===== src/rtl/pio_pkg.sv =====
`timescale 1ns/1ps
package pio_pkg;
  // register slots, spaced by a word, counted from the base
  localparam int NUM_REGS   = 3;
  localparam int REG_STRIDE = 4;
  localparam int SLOT_DATA  = 0;
  localparam int SLOT_STAT  = 1;
  localparam int SLOT_CMD   = 2;

  // status bit positions
  localparam int ST_READY = 7;
  localparam int ST_IRQ   = 1;
  localparam int ST_ERR   = 0;

  // command bit positions
  localparam int CM_SEND  = 0;
  localparam int CM_FETCH = 1;
  localparam int CM_IEN   = 2;

  typedef enum logic [1:0] {
    XF_IDLE  = 2'd0,
    XF_SEND  = 2'd1,
    XF_FETCH = 2'd2
  } xfer_state_e;
endpackage


===== src/rtl/pio_decode.sv =====
`timescale 1ns/1ps
module pio_decode #(
  parameter int                ADDR_W = 32,
  parameter logic [ADDR_W-1:0] BASE   = 32'hFFFF_0000,
  parameter int                NREG   = pio_pkg::NUM_REGS,
  parameter int                STRIDE = pio_pkg::REG_STRIDE
) (
  input  logic              sel,
  input  logic [ADDR_W-1:0] addr,
  output logic [NREG-1:0]   hit
);
  // full-width compare for each slot
  for (genvar g = 0; g < NREG; g++) begin : g_slot
    localparam logic [ADDR_W-1:0] SLOT_ADDR = BASE + ADDR_W'(g * STRIDE);
    assign hit[g] = sel && (addr == SLOT_ADDR);
  end
endmodule


===== src/rtl/pio_xfer.sv =====
`timescale 1ns/1ps
module pio_xfer #(
  parameter int DATA_W = 8
) (
  input  logic              clk,
  input  logic              rst_n,
  input  logic              data_we,
  input  logic              cmd_we,
  input  logic [DATA_W-1:0] wdata,
  output logic [DATA_W-1:0] data_q,
  output logic              ready,
  output logic              err_q,
  output logic              done,
  output logic              tx_valid,
  input  logic              tx_ready,
  output logic [DATA_W-1:0] tx_data,
  input  logic              rx_valid,
  output logic              rx_ready,
  input  logic [DATA_W-1:0] rx_data,
  input  logic              dev_fault
);
  import pio_pkg::*;

  xfer_state_e state_q;
  logic go_send, go_fetch;

  assign go_send  = wdata[CM_SEND];
  assign go_fetch = wdata[CM_FETCH];

  assign ready    = (state_q == XF_IDLE);
  assign tx_valid = (state_q == XF_SEND);
  assign rx_ready = (state_q == XF_FETCH);
  assign tx_data  = data_q;
  assign done     = (tx_valid && tx_ready) || (rx_valid && rx_ready);

  always_ff @(posedge clk) begin
    if (!rst_n) begin
      state_q <= XF_IDLE;
      data_q  <= '0;
      err_q   <= 1'b0;
    end else begin
      unique case (state_q)
        XF_IDLE: begin
          if (data_we) data_q <= wdata;
          if (cmd_we) begin
            if (go_send && go_fetch) begin
              err_q <= 1'b1;
            end else if (go_send) begin
              state_q <= XF_SEND;
              err_q   <= 1'b0;
            end else if (go_fetch) begin
              state_q <= XF_FETCH;
              err_q   <= 1'b0;
            end
          end
        end
        XF_SEND: begin
          if (tx_ready) begin
            state_q <= XF_IDLE;
            err_q   <= dev_fault;
          end
        end
        XF_FETCH: begin
          if (rx_valid) begin
            state_q <= XF_IDLE;
            data_q  <= rx_data;
            err_q   <= dev_fault;
          end
        end
        default: state_q <= XF_IDLE;
      endcase
      // a command arriving mid-transfer is refused and flagged
      if (cmd_we && !ready) err_q <= 1'b1;
    end
  end


  tx_hold_chk: assert property (@(posedge clk) disable iff (!rst_n)
    tx_valid && !tx_ready |=> tx_valid && $stable(tx_data));

  rx_hold_chk: assert property (@(posedge clk) disable iff (!rst_n)
    rx_ready && !rx_valid |=> rx_ready);

  busy_reject_chk: assert property (@(posedge clk) disable iff (!rst_n)
    cmd_we && !ready && !done |=> err_q && !ready);

  done_ready_chk: assert property (@(posedge clk) disable iff (!rst_n)
    done |=> ready);
endmodule


===== src/rtl/pio_irq.sv =====
`timescale 1ns/1ps
module pio_irq #(
  parameter int DATA_W = 8
) (
  input  logic              clk,
  input  logic              rst_n,
  input  logic              cmd_we,
  input  logic              stat_we,
  input  logic [DATA_W-1:0] wdata,
  input  logic              done,
  output logic              ien_q,
  output logic              pend_q
);
  import pio_pkg::*;

  always_ff @(posedge clk) begin
    if (!rst_n) begin
      ien_q  <= 1'b0;
      pend_q <= 1'b0;
    end else begin
      if (cmd_we) ien_q <= wdata[CM_IEN];
      if (done && ien_q)          pend_q <= 1'b1;
      else if (stat_we || cmd_we) pend_q <= 1'b0;
    end
  end


  irq_sticky_chk: assert property (@(posedge clk) disable iff (!rst_n)
    pend_q && !stat_we && !cmd_we |=> pend_q);

  irq_cause_chk: assert property (@(posedge clk) disable iff (!rst_n)
    $rose(pend_q) |-> $past(done) && $past(ien_q));
endmodule


===== src/rtl/pollio_ctrl.sv =====
`timescale 1ns/1ps
module pollio_ctrl #(
  parameter int                ADDR_W = 32,
  parameter int                DATA_W = 8,
  parameter logic [ADDR_W-1:0] BASE   = 32'hFFFF_0000
) (
  input  logic              clk,
  input  logic              rst_n,
  input  logic              bus_sel,
  input  logic              bus_we,
  input  logic [ADDR_W-1:0] bus_addr,
  input  logic [DATA_W-1:0] bus_wdata,
  output logic [DATA_W-1:0] bus_rdata,
  output logic              tx_valid,
  input  logic              tx_ready,
  output logic [DATA_W-1:0] tx_data,
  input  logic              rx_valid,
  output logic              rx_ready,
  input  logic [DATA_W-1:0] rx_data,
  input  logic              dev_fault,
  output logic              irq
);
  import pio_pkg::*;

  logic [NUM_REGS-1:0] hit;
  logic                data_we, stat_we, cmd_we;
  logic [DATA_W-1:0]   data_q;
  logic                ready, err_q, done, ien_q;

  pio_decode #(.ADDR_W(ADDR_W), .BASE(BASE)) u_dec (
    .sel (bus_sel),
    .addr(bus_addr),
    .hit (hit)
  );

  assign data_we = hit[SLOT_DATA] && bus_we;
  assign stat_we = hit[SLOT_STAT] && bus_we;
  assign cmd_we  = hit[SLOT_CMD]  && bus_we;

  pio_xfer #(.DATA_W(DATA_W)) u_xfer (
    .clk      (clk),
    .rst_n    (rst_n),
    .data_we  (data_we),
    .cmd_we   (cmd_we),
    .wdata    (bus_wdata),
    .data_q   (data_q),
    .ready    (ready),
    .err_q    (err_q),
    .done     (done),
    .tx_valid (tx_valid),
    .tx_ready (tx_ready),
    .tx_data  (tx_data),
    .rx_valid (rx_valid),
    .rx_ready (rx_ready),
    .rx_data  (rx_data),
    .dev_fault(dev_fault)
  );

  pio_irq #(.DATA_W(DATA_W)) u_irq (
    .clk    (clk),
    .rst_n  (rst_n),
    .cmd_we (cmd_we),
    .stat_we(stat_we),
    .wdata  (bus_wdata),
    .done   (done),
    .ien_q  (ien_q),
    .pend_q (irq)
  );

  // load path; undecoded addresses return zero
  always_comb begin
    bus_rdata = '0;
    if (hit[SLOT_DATA]) begin
      bus_rdata = data_q;
    end else if (hit[SLOT_STAT]) begin
      bus_rdata[ST_READY] = ready;
      bus_rdata[ST_IRQ]   = irq;
      bus_rdata[ST_ERR]   = err_q;
    end else if (hit[SLOT_CMD]) begin
      bus_rdata[CM_IEN] = ien_q;
    end
  end


  miss_zero_chk: assert property (@(posedge clk) disable iff (!rst_n)
    (hit == '0) |-> (bus_rdata == '0));
endmodule


===== config.mk =====
export PLATFORM = sky130hd
export DESIGN_NAME = pollio_ctrl
export DESIGN_NICKNAME = d
export VERILOG_FILES = /design/src/rtl/pio_pkg.sv /design/src/rtl/pio_decode.sv /design/src/rtl/pio_xfer.sv /design/src/rtl/pio_irq.sv /design/src/rtl/pollio_ctrl.sv
export SDC_FILE = /design/constraint.sdc
export NUM_CORES = 1
export LEC_CHECK = 0
export ABC_AREA = 1
export BUFFER_PORTS_ARGS = -buffer_cell sky130_fd_sc_hd__buf_2
export CAP_MARGIN = 0
export CORE_AREA = 2 2 58 60
export CTS_BUF_LIST = sky130_fd_sc_hd__clkbuf_8
export DETAILED_ROUTE_END_ITERATION = 12
export DIE_AREA = 0 0 60 62
export PLACE_DENSITY = 0.75
export SLEW_MARGIN = 20
export SYNTH_ARGS = -nofsm -noshare
export SYNTH_HDL_FRONTEND = slang
export SYNTH_SLANG_ARGS = --single-unit

===== constraint.sdc =====
create_clock -name clk -period 1.6 [get_ports clk]
set_input_delay 0.24 -clock clk [delete_from_list [all_inputs] [get_ports clk]]
set_output_delay 0.24 -clock clk [all_outputs]
set_load 0.02 [all_outputs]

Yosys cells after proc, flatten, opt, wreduce, memory -nomap -nowiden
Index checks and enable logic that the tools add are counted.

Input bits: 55. Output and inout port bits: 19. Word-level logic and storage cells: 68. Register bits: 13.

Equality and inequality tests: 15. Reductions and logical operators: 21. Multiplexer cells: 27.

Operator list (count): 32-bit == test, second input constant (3); 8-bit 2-to-1 mux (2); 8-bit case mux with 2 select lines (1); 2-bit 2-to-1 mux (7); 1-bit 2-to-1 mux (13); 1-bit logical AND (11); 5-bit AND reduction (2); 3-bit != test, second input constant (3); 2-bit != test, second input constant (4); 2-bit case mux with 3 select lines (1); 5-bit by 3-bit != test with 1-bit output, second input constant (1); 4-bit 2-to-1 mux (1); 2-bit nonzero test (2); 4-bit nonzero test (1); 3-bit 2-to-1 mux (1); 3-bit by 1-bit != test with 1-bit output, second input constant (1); 1-bit case mux with 3 select lines (1); 3-bit AND reduction (1); 2-bit by 1-bit == test with 1-bit output, second input constant (1); 2-bit == test, second input constant (1); 2-bit logical NOT (1); 1-bit logical OR (2); 2-bit by 1-bit != test with 1-bit output, second input constant (1); 1-bit logical NOT (1).

Longest topological paths before layout
Gate-level depths: netlist (run 1).

Depth in word-level cells: 6. Gate-level depth with buffers: 13. Mapped depth without buffers: 12.

Hierarchy
A second synthesis (run 1) with hierarchy kept.

Cell total of the unflattened synthesis: 214. Area, all modules: 1203.7 µm².

By module, submodules not included: pio_xfer (times used 1, sequential area each 220.2 µm², cells each 118, area an instance 775.7 µm²); pio_decode (times used 1, sequential area each 0.0 µm², cells each 54, area an instance 211.5 µm²); pollio_ctrl (times used 1, sequential area each 0.0 µm², cells each 31, area an instance 130.1 µm²); pio_irq (times used 1, sequential area each 40.0 µm², cells each 11, area an instance 86.3 µm²).

Least setup slack after synthesis (run 1)
No wires, ideal clock.

Kind: reg-to-reg. Start point: register u_xfer.state_q[0]. End point: register u_xfer.data_q[5]. Cell stages (with the launch flop): 11. Path slack: -0.209 ns. Buffers on the path: 3. Data required time: 1.485 ns. Library setup time: 0.115 ns. Clock period less this slack: 1.809 ns. Data arrival time: 1.694 ns. Cell sequence: dfxtp_1 > inv_1 > ha_1 > buf_2 > inv_2 > buf_2 > a21oi_2 > buf_4 > nand4_1 > nand2_1 > nor2_1.

Longest elaborated chain between the ends: 3. Elaborated cells on any way between the ends: 7. Those cells by class: 3 x eq/ne; 1 x mux; 3 x reduce/logical.

Ends and longest elaborated chain: start, declared (line pio_xfer.sv:24) `xfer_state_e state_q;`; start signal, assigned (line pio_xfer.sv:38) `state_q <= XF_IDLE;`; start signal, assigned (line pio_xfer.sv:49) `state_q <= XF_SEND;`; start signal, assigned (line pio_xfer.sv:52) `state_q <= XF_FETCH;`; 2-bit == test *; via rx_ready (line pollio_ctrl.sv:18) `output logic rx_ready,`; 2-bit != test (no line) / 2-bit nonzero test (equally long branches); 3-bit AND reduction (no line); end signal, assigned (line pio_xfer.sv:44) `if (data_we) data_q <= wdata;`; end signal, assigned (line pio_xfer.sv:66) `data_q <= rx_data;`; end, declared (line pio_xfer.sv:10) `output logic [DATA_W-1:0] data_q,`.

Mark *: on every way through the listed nets, which the timed path passes. The rest lies on a longest branch. A chain may end at the register's enable or synchronous reset.

Final worst setup path (run 1)
Start point: input bus_addr[5]. End point: output bus_rdata[2].

Longest elaborated chain between the ends: 5. Elaborated cells on any way between the ends: 9. Those cells by class: 3 x eq/ne; 3 x mux; 3 x reduce/logical.

Ends and longest elaborated chain: start, declared (line pollio_ctrl.sv:11) `input logic [ADDR_W-1:0] bus_addr,`; 32-bit == test (line pio_decode.sv:15) `assign hit[g] = sel && (addr == SLOT_ADDR);`; 1-bit logical AND (line pio_decode.sv:15); 1-bit 2-to-1 mux (line pollio_ctrl.sv:79) `end else if (hit[SLOT_CMD]) begin`; 1-bit 2-to-1 mux (line pollio_ctrl.sv:75) `end else if (hit[SLOT_STAT]) begin`; 3-bit 2-to-1 mux * (line pollio_ctrl.sv:73) `if (hit[SLOT_DATA]) begin`; end, declared (line pollio_ctrl.sv:13) `output logic [DATA_W-1:0] bus_rdata,`.

Mark *: on every way between the ends. The rest lies on a longest branch, timed or not.

==> results.json, run 1 <==
{
  "period_share_pct": 99.27,
  "cts-root-buf": "clkbuf_8",
  "gr-total-overflow": 0,
  "ys_ff_latch": 13,
  "fin_crit_ns": 1.588,
  "ys_types": 28,
  "layout_commonest_cell": "buf_2",
  "cts_tree": "built",
  "final_area_mm2": 0.001844,
  "rrSetupSlack_ns": 0.17,
  "crit_buf_inv": 5,
  "finClkSkew_ns": 0.002543,
  "fp.dieArea_mm2": 0.003720,
  "core_mm2": 0.003179,
  "drc": 0,
  "internal_power_w": 0.001035,
  "leakagePower_nw": 0.9613,
  "cp.required_ns": 1.36,
  "final_antenna_net_count": 0,
  "synth_seq_area_share_pct": 22.58,
  "crit_path_max_fanout": 8,
  "cp-end-kind": "primary output",
  "finalHoldViolCount": 0,
  "max_stage_delay_ns": 0.20,
  "clockBufferDepth": 2,
  "num_antenna_cells": 0,
  "min-delay-start": "bus_wdata[2]",
  "timing.rr.start": "u_xfer.state_q[0]$_SDFFE_PN0P_",
  "drive_gt1_share_pct": 47.00,
  "nets": 343,
  "via_per_inst": 4.508,
  "cp.depth": 11,
  "finalNonFillerCells": 329,
  "slew_headroom_pct": 84.23,
  "first_iter_violations": 37,
  "die_x_um": 60,
  "clock_sinks": 13,
  "finalPower_w": 0.001826,
  "worst_pin_slew_ns": 0.2365,
  "p_seq_share_pct": 25.4,
  "maxCapViolations": 0,
  "netlist_area_mm2": 0.001152,
  "hold_depth": 3,
  "worst_path_max_delay_cell": "o31ai_2",
  "cp.arrival_ns": 1.35,
  "status": "finished, final reports clean",
  "firstDrtPassIters": 4,
  "layout-area-overhead-vs-synth_pct": 60.04,
  "hp-class": "primary input to flip-flop",
  "synth_top_cell_area_share_pct": 22.58,
  "hold_path_end": "u_irq.ien_q$_SDFFE_PN0P_",
  "yosys_warnings": 0,
  "place_ws_ns": -0.09168,
  "maxSlewViolCount": 0,
  "grt_pass1_wl_mm": 5.188,
  "place_congestion": 0.8090,
  "dieHeight_um": 62,
  "worstSkewPairLatency_ns": 0.25,
  "path_class": "primary input to primary output",
  "peakVddDrop_mv": 0.6356,
  "rows": 21,
  "syn_nets": 256,
  "avgSynthCellArea_um2": 5.850,
  "cp-start-kind": "primary input",
  "antenna_found_initial": 0,
  "post_dp_cell_area_mm2": 0.001622,
  "synth_top_cell_by_area": "dfxtp_1",
  "placed_cells_incl_taps": 318,
  "comb_power_share_pct": 58.2,
  "worstPathCellList": "buf_2 > inv_2 > nand2_2 > nor2_4 > nand2_2 > inv_2 > nand2_2 > nor2_8 > inv_4 > o31ai_2 > buf_4",
  "netlist_instances": 197,
  "reg2reg_to": "u_xfer.data_q[1]$_SDFFE_PN0P_",
  "p_sw_share_pct": 43.32,
  "clockPowerShare_pct": 16.3,
  "fillers": 300,
  "clkTransAtPathRegs_ns": 0.06,
  "start_util_pct": 36.25,
  "fin_ws_ns": 0.01164,
  "setup-tns-final_ns": 0,
  "layout_common_cells": "buf_2, nand2_1, nor2_1",
  "grt_max_degree": 17,
  "track_usage_pct": 17.86,
  "switchingPower_w": 0.0007908,
  "rsz0062_at_grt": "yes",
  "critical_path.most_common_cell": "nand2_2",
  "num_vias": 1483,
  "routed_wl_mm": 3.287,
  "wl_per_cell_um": 9.991,
  "place_hpwl_mm": 2.468,
  "pwr_density_cell_mw_per_mm2": 989.8,
  "cts_htree_levels": 1,
  "finalSetupViolations": 0,
  "pin_count": 74,
  "synth_area_leaders": "dfxtp_1, nand2_1, nor2_1",
  "crit_family": "simple AND/OR/NAND/NOR gates",
  "worst-r2r-cell-count": 9,
  "cts_made_buffers": 3,
  "grt_pass1_vias": 1347,
  "port_buffers": 73,
  "clock.fmax_mhz": 629.6
}
==> synth_stat cells (all sizes together) <==
cell,n
ha,4
a21oi,14
o21ai,4
a211oi,1
nor2,37
nand2,60
o21bai,1
dfxtp,13
o31ai,2
or2,2
a22o,1
nand3,12
buf,5
nand4,9
inv,31
o22ai,1
==> cell type report <==
class                   count  area (um2)  area share, %
clock inverters             1       3.754         0.2035
clock buffers               3       41.29          2.239
inverters                  31       121.4          6.581
multi-input cells         148       835.8          45.32
repair buffers             87       524.3          28.43
flip-flops and latches     13       260.3          14.11
well taps                  46       57.56          3.121
==> worst max path at each step <==
stage,from,slack [ns],end
2_1_floorplan,bus_sel,-0.04,bus_rdata[0]
3_3_place_gp,bus_addr[4],-0.04,bus_rdata[2]
3_5_place_dp,bus_addr[4],-0.09,bus_rdata[2]
4_1_cts,bus_addr[6],-0.004,bus_rdata[2]
5_1_grt,bus_addr[0],-0.06,bus_rdata[2]
6_report,bus_addr[5],0.01,bus_rdata[2]
==> power groups by stage <==
stage / combinational, W / sequential, W / clock, W
floorplan: 0.000650 / 0.000521 / 0
global placement: 0.000880 / 0.000469 / 0
detailed placement: 0.000884 / 0.000471 / 0
CTS: 0.000976 / 0.000464 / 0.000303
global route: 0.00120 / 0.000475 / 0.000318
finish: 0.00106 / 0.000464 / 0.000298
==> registers in the layout, indices dropped and copies added (netlist names) <==
register        flops
u_irq.ien_q         1
u_irq.pend_q        1
u_xfer.data_q       8
u_xfer.err_q        1
u_xfer.state_q      2
==> logic make-up (layout without fill, tap and decap cells) <==
logic type,count (synthesis),after routing,synth area share [%]
and+or+nand+nor,120,120,47.45
buffers and inverters,36,122,13.25
AOI/OAI and AO/OA,24,24,12.38
DFF,13,13,22.58
adders and majority gates,4,4,4.343
==> repair_timing <==
item	4_1_cts	5_1_grt
cloned	0	0
setup endpoints to repair	9	12
resized for setup	9	32
hold buffers	0	0
buffers inserted	3	4
pin swaps	2	21
==> metal layers <==
metal / up-vias / track usage [%] / routed length [um]
li1: 794 / - / -
met3: 8 / 2.484 / 95
met2: 29 / 32.30 / 1684
met1: 652 / 20.88 / 1428
met5: - / 0 / 0
met4: 0 / 8.254 / 78
==> through the flow <==
stage                     hold WS, ns  utilization, %
after floorplan                0.3613               -
after global placement         0.4483           51.00
after detailed placement       0.4498           51.00
after CTS                      0.2927           53.99
after global routing           0.3019           58.01
final                          0.2991           58.01
==> worst min-delay path: cells and delay by family <==
family | cells | cell delay [ns]
buffers and inverters | 1 | 0.11
and+or+nand+nor | 1 | 0.10
AOI/OAI and AO/OA | 1 | 0.05
Note: power is estimated with default switching activity, not from simulation.
==> inputs of run 2 (changes only) <==
Settings changed: BUFFER_PORTS_ARGS -buffer_cell sky130_fd_sc_hd__buf_2 to -buffer_cell sky130_fd_sc_hd__buf_4.
==> results.json, run 2 (same netlist as run 1, synthesis figures left out) <==
{
  "clkTransAtPathRegs_ns": 0.06,
  "num_antenna_cells": 0,
  "timing.rr.start": "u_xfer.state_q[0]$_SDFFE_PN0P_",
  "grt_pass1_wl_mm": 5.078,
  "status": "finished, final reports clean",
  "grt_pass1_vias": 1223,
  "crit_path_max_fanout": 8,
  "fillers": 300,
  "finClkSkew_ns": 0.003246,
  "pin_count": 74,
  "path_class": "primary input to primary output",
  "cp-end-kind": "primary output",
  "hold_ws_ns": 0.3029,
  "cts-root-buf": "clkbuf_8",
  "clockBufferDepth": 2,
  "drive_gt1_share_pct": 45.71,
  "firstDrtPassIters": 4,
  "cp.required_ns": 1.36,
  "num_vias": 1439,
  "cp.arrival_ns": 1.35,
  "pwr_density_cell_mw_per_mm2": 932.7,
  "critical_path.most_common_cell": "nand2_2",
  "gr-total-overflow": 0,
  "reg2reg_to": "u_xfer.data_q[4]$_SDFFE_PN0P_",
  "cp-start-kind": "primary input",
  "via_per_inst": 4.414,
  "largest_register": "u_xfer.data_q",
  "place_hpwl_mm": 2.599,
  "antenna_found_initial": 0,
  "rrSetupSlack_ns": 0.15,
  "worst-r2r-cell-count": 9,
  "routed_wl_mm": 3.322,
  "fin_util_pct": 61.90,
  "min-delay-start": "bus_wdata[2]",
  "cts_tree": "built",
  "maxSlewViolCount": 0,
  "peakVddDrop_mv": 0.6948,
  "largest_reg_flops": 8,
  "crit_buf_inv": 5,
  "crit_family": "simple AND/OR/NAND/NOR gates",
  "rsz0062_at_grt": "yes",
  "track_usage_pct": 17.57,
  "die_x_um": 60,
  "fp.dieArea_mm2": 0.003720,
  "setup-tns-final_ns": 0,
  "nets": 340,
  "first_iter_violations": 28,
  "place_congestion": 0.7544,
  "layout-area-overhead-vs-synth_pct": 70.79,
  "grt_max_degree": 17,
  "worst_path_max_delay_cell": "o31ai_2",
  "fin_ws_ns": 0.01307,
  "slew_headroom_pct": 83.92,
  "final_antenna_net_count": 0,
  "maxCapViolations": 0,
  "largestRegisters": "u_xfer.data_q: 8 flops, u_xfer.state_q: 2 flops",
  "rows": 21,
  "clock_sinks": 13,
  "cts_htree_levels": 1,
  "wl_per_cell_um": 10.19,
  "worstSkewPairLatency_ns": 0.25,
  "finalPower_w": 0.001836,
  "cts_made_buffers": 3,
  "hold_path_end": "u_irq.ien_q$_SDFFE_PN0P_",
  "core_mm2": 0.003179,
  "place_ws_ns": -0.05623,
  "finalHoldViolCount": 0,
  "layout_common_cells": "buf_4, nand2_1, nor2_1",
  "period_share_pct": 99.18,
  "start_util_pct": 36.25,
  "finalSetupViolations": 0,
  "clock.fmax_mhz": 630.1,
  "worstPathCellList": "buf_6 > inv_2 > nand2_2 > nor2_2 > nand2_1 > inv_1 > nand2_2 > nor2_8 > inv_4 > o31ai_2 > buf_4",
  "port_buffers": 73,
  "drc": 0,
  "fin_crit_ns": 1.587,
  "layout_commonest_cell": "buf_4",
  "leakagePower_nw": 0.9982,
  "max_stage_delay_ns": 0.20,
  "worst_pin_slew_ns": 0.2405,
  "hold_depth": 3,
  "hp-class": "primary input to flip-flop",
  "dieHeight_um": 62
}
-- run 2: routing by layer --
metal  part of all wire (%)  vias to the layer above  GRT usage, %
li1                       -                      788             -
met1                     44                      625         22.28
met2                     53                       24         31.21
met3                    2.6                        2         2.484
met4                   0.12                        0         4.762
met5                      0                        -             0
-- run 2: worst max-delay path by stage --
stage	start	end	slack, ns	depth (start not counted)
6_report	bus_addr[5]	bus_rdata[2]	0.01	11
3_3_place_gp	bus_addr[4]	bus_rdata[2]	-0.04	11
2_1_floorplan	bus_sel	bus_rdata[0]	-0.04	8
4_1_cts	bus_addr[5]	bus_rdata[5]	0.01	11
3_5_place_dp	bus_addr[5]	bus_rdata[2]	-0.06	11
5_1_grt	bus_addr[5]	bus_rdata[2]	-0.08	11
-- run 2: cell type report --
| type | instances | area (um2) | area share, % |
|---|---|---|---|
| Clock inverter | 1 | 3.754 | 0.1907 |
| Timing Repair Buffer | 84 | 661.9 | 33.63 |
| Sequential cell | 13 | 260.3 | 13.22 |
| Multi-Input combinational cell | 148 | 824.5 | 41.89 |
| Clock buffer | 3 | 41.29 | 2.098 |
| Tap cell | 46 | 57.56 | 2.924 |
| Inverter | 31 | 118.9 | 6.039 |
-- run 2: power breakdown --
| group | switching, W | internal (W) | total (W) |
|---|---|---|---|
| registers | 0.0000685 | 0.000402 | 0.000471 |
| clock network | 0.000124 | 0.000170 | 0.000293 |
| logic | 0.000583 | 0.000489 | 0.00107 |
-- run 2: per-stage QoR --
step | cell area [um2] | cells
after floorplan | 1192 | 197
final | 1968 | 326
after detailed placement | 1812 | 319
after global routing | 1968 | 326
after CTS | 1882 | 324
after global placement | 1812 | 319
-- run 2: repair_timing --
action,in CTS,in global routing
hold buffers,0,0
pin swaps,2,14
buffers inserted,1,2
gates resized for setup,7,26
setup endpoints to repair,8,16
-- run 2: worst reg2reg max path: stages, from the launching register on --
cell and delay [ns]:
dfxtp_1 0.37, inv_2 0.09, ha_4 0.17, inv_2 0.12, nor2_1 0.08, a21oi_4 0.16, buf_12 0.15, nand4_1 0.09
nand2_1 0.07, nor2_1 0.04
==> inputs of run 3 (changes only) <==
Settings changed: ABC_AREA 1 to 0, CORE_AREA 2 2 58 60 to 2 2 55 57, DIE_AREA 0 0 60 62 to 0 0 57 59, PLACE_DENSITY 0.75 to 0.76, SLEW_MARGIN 20 to not set.
==> results.json, run 3 <==
{
  "postCtsHoldBufs": 0,
  "grt_pass1_wl_mm": 5.954,
  "final_area_mm2": 0.001987,
  "finClkSkew_ns": 0.004448,
  "synth_xor_area_share_pct": 1.761,
  "worst_path_max_delay_cell": "or4_4",
  "critical_path.most_common_cell": "buf_6",
  "status": "complete, but fails checks",
  "place_congestion": 0.8192,
  "yosysMostFrequentCell": "dfxtp_1",
  "largest_reg_flops": 8,
  "synth_top_family_by_area": "simple AND/OR/NAND/NOR gates",
  "largestRegisters": "u_xfer.data_q: 8 flops, u_xfer.state_q: 2 flops",
  "grt_max_degree": 14,
  "hp-class": "primary input to flip-flop",
  "rrSetupSlack_ns": -0.02,
  "fin_util_pct": 73.31,
  "wl_per_cell_um": 16.56,
  "layout_common_cells": "buf_4, buf_6, mux2i_1",
  "largest_register": "u_xfer.data_q",
  "drive_gt1_share_pct": 62.93,
  "worst-r2r-cell-count": 7,
  "failed_checks": "negative setup slack",
  "cts_tree": "built",
  "synth_edf_count": 0,
  "synth_flop_cell": "dfxtp_1",
  "post_dp_cell_area_mm2": 0.001768,
  "die_x_um": 57,
  "finalPower_w": 0.0007962,
  "timing.rr.start": "u_xfer.state_q[0]$_SDFFE_PN0P_",
  "place_hpwl_mm": 2.966,
  "finalHoldViolCount": 0,
  "yosys_warnings": 0,
  "max_stage_delay_ns": 0.55,
  "track_usage_pct": 22.79,
  "firstDrtPassIters": 4,
  "synth_top_cell_by_area": "dfxtp_1",
  "first_iter_violations": 22,
  "maxSlewViolCount": 0,
  "drc": 0,
  "num_vias": 1279,
  "min-delay-start": "bus_wdata[2]",
  "fin_crit_ns": 1.776,
  "final_antenna_net_count": 0,
  "nets": 265,
  "cp.arrival_ns": 1.54,
  "synth_mux_area_share_pct": 13.21,
  "num_antenna_cells": 0,
  "synth_area_leaders": "dfxtp_1, mux2i_1, o211a_1",
  "place_ws_ns": -0.3196,
  "crit_path_max_fanout": 7,
  "cts_htree_levels": 1,
  "layout_commonest_cell": "buf_4",
  "ys_ff_latch": 13,
  "leakagePower_nw": 0.9940,
  "period_share_pct": 111.0,
  "start_util_pct": 36.70,
  "slew_headroom_pct": 72.72,
  "grt_pass1_vias": 1290,
  "netlist_instances": 116,
  "setup-tns-final_ns": -2.015,
  "gr-total-overflow": 0,
  "worstPathCellList": "buf_6 > nand3_2 > or4_4 > or2_4 > nor3_4 > buf_6",
  "worstSkewPairLatency_ns": 0.24,
  "cp-end-kind": "primary output",
  "clock_sinks": 13,
  "netlist_area_um2": 994.7,
  "fp.dieArea_mm2": 0.003363,
  "core_mm2": 0.002710,
  "pwr_density_cell_mw_per_mm2": 400.7,
  "finalSetupViolations": 19,
  "pin_count": 74,
  "synth_seq_area_share_pct": 26.16,
  "clock.fmax_mhz": 563.0,
  "synthAdderAreaFrac_pct": 5.031,
  "ys_types": 32,
  "via_per_inst": 5.419,
  "routed_wl_mm": 3.907,
  "rsz0062_at_grt": "yes",
  "reg2reg_to": "u_xfer.err_q$_SDFFE_PN0P_",
  "antenna_found_initial": 0,
  "hold_path_end": "u_irq.ien_q$_SDFFE_PN0P_",
  "clockBufferDepth": 2,
  "cts_made_buffers": 3,
  "clkTransAtPathRegs_ns": 0.06,
  "cp-start-kind": "primary input",
  "path_class": "primary input to primary output",
  "maxCapViolations": 0,
  "fin_ws_ns": -0.1761,
  "synth_simple_gate_area_share_pct": 29.56,
  "hold_depth": 3,
  "syn_nets": 175,
  "dieHeight_um": 59,
  "cts-root-buf": "clkbuf_8",
  "async_flop_share_pct": 0,
  "worst_pin_slew_ns": 0.3988,
  "cp.required_ns": 1.36,
  "avgSynthCellArea_um2": 8.575,
  "layout-area-overhead-vs-synth_pct": 99.75,
  "synth_top_cell_area_share_pct": 26.16,
  "port_buffers": 73,
  "synth-compound-area-share_pct": 19.87,
  "peakVddDrop_mv": 0.5809,
  "synth_common_cells": "dfxtp_1, mux2i_1, o21ai_0",
  "rows": 19
}
-- run 3: changes by cell type after synthesis, moves of 5 or more --
cell	previous run	this run
o21ai_0	3	12
a21oi_1	13	2
nand2_1	58	7
nor3_1	0	5
nor2_1	32	4
o211a_1	0	8
nand3_1	11	3
inv_1	29	2
mux2i_1	0	12
-- run 3: report_power, final --
group / total (W) / internal [W] / leakage [nW] / switching, W
Sequential: 0.000324 / 0.000324 / 0.106 / 0.0000000000000377
Combinational: 0.000175 / 0.000111 / 0.863 / 0.0000639
Clock: 0.000298 / 0.000172 / 0.0255 / 0.000126
-- run 3: final cells by class --
cell class                 count  area (um2)
multi-input combinational     94       875.8
timing repair buffer          92       750.7
fill                         203       723.2
sequential                    13       262.8
clock buffer                   3       41.29
tap                           31       38.79
inverter                       2       12.51
clock inverter                 1       5.005
-- run 3: routing by layer --
layer	part of all wire [%]	track usage, %
met2	54	38.75
met5	0	0
met1	40	28.74
met4	1.7	7.309
met3	4.8	5.240
-- run 3: how the worst max path moves through the flow --
stage / startpoint / endpoint / cells past startpoint
floorplan: bus_addr[30] / bus_rdata[0] / 5
global placement: bus_addr[29] / u_xfer.data_q[1]$_SDFFE_PN0P_ / 8
detailed placement: bus_addr[8] / u_xfer.data_q[6]$_SDFFE_PN0P_ / 8
CTS: bus_addr[19] / bus_rdata[2] / 6
global route: bus_addr[19] / bus_rdata[7] / 6
finish: bus_addr[27] / bus_rdata[2] / 6
-- run 3: logic make-up (layout without fill, tap and decap cells) --
group | Yosys count | count (layout)
DFF | 13 | 13
and+or+nand+nor | 47 | 47
adders and majority gates | 4 | 4
xor gates and xnor gates | 2 | 2
muxes | 13 | 13
buffers and inverters | 9 | 98
AOI/OAI and AO/OA | 28 | 28
-- run 3: critical path, delay by kind of cell --
kind | cells | cell delay [ns]
AND/OR/NAND/NOR | 4 | 1.08
buffers and inverters | 2 | 0.21
-- run 3: what timing repair did --
action / in CTS / in global routing
endpoints found under the setup margin: 17 / 20
hold endpoints to repair: 0 / 0
cloned: 0 / 0
resized for setup: 32 / 10
buffers inserted: 2 / 1
pin swaps: 7 / 11
-- run 3: per-stage QoR --
| step | hold slack (ns) | instances |
|---|---|---|
| global placement | 0.4675 | 231 |
| floorplan | 0.3831 | 116 |
| detailed placement | 0.4753 | 231 |
| global route | 0.3015 | 236 |
| CTS | 0.2867 | 236 |
| finish | 0.2876 | 236 |
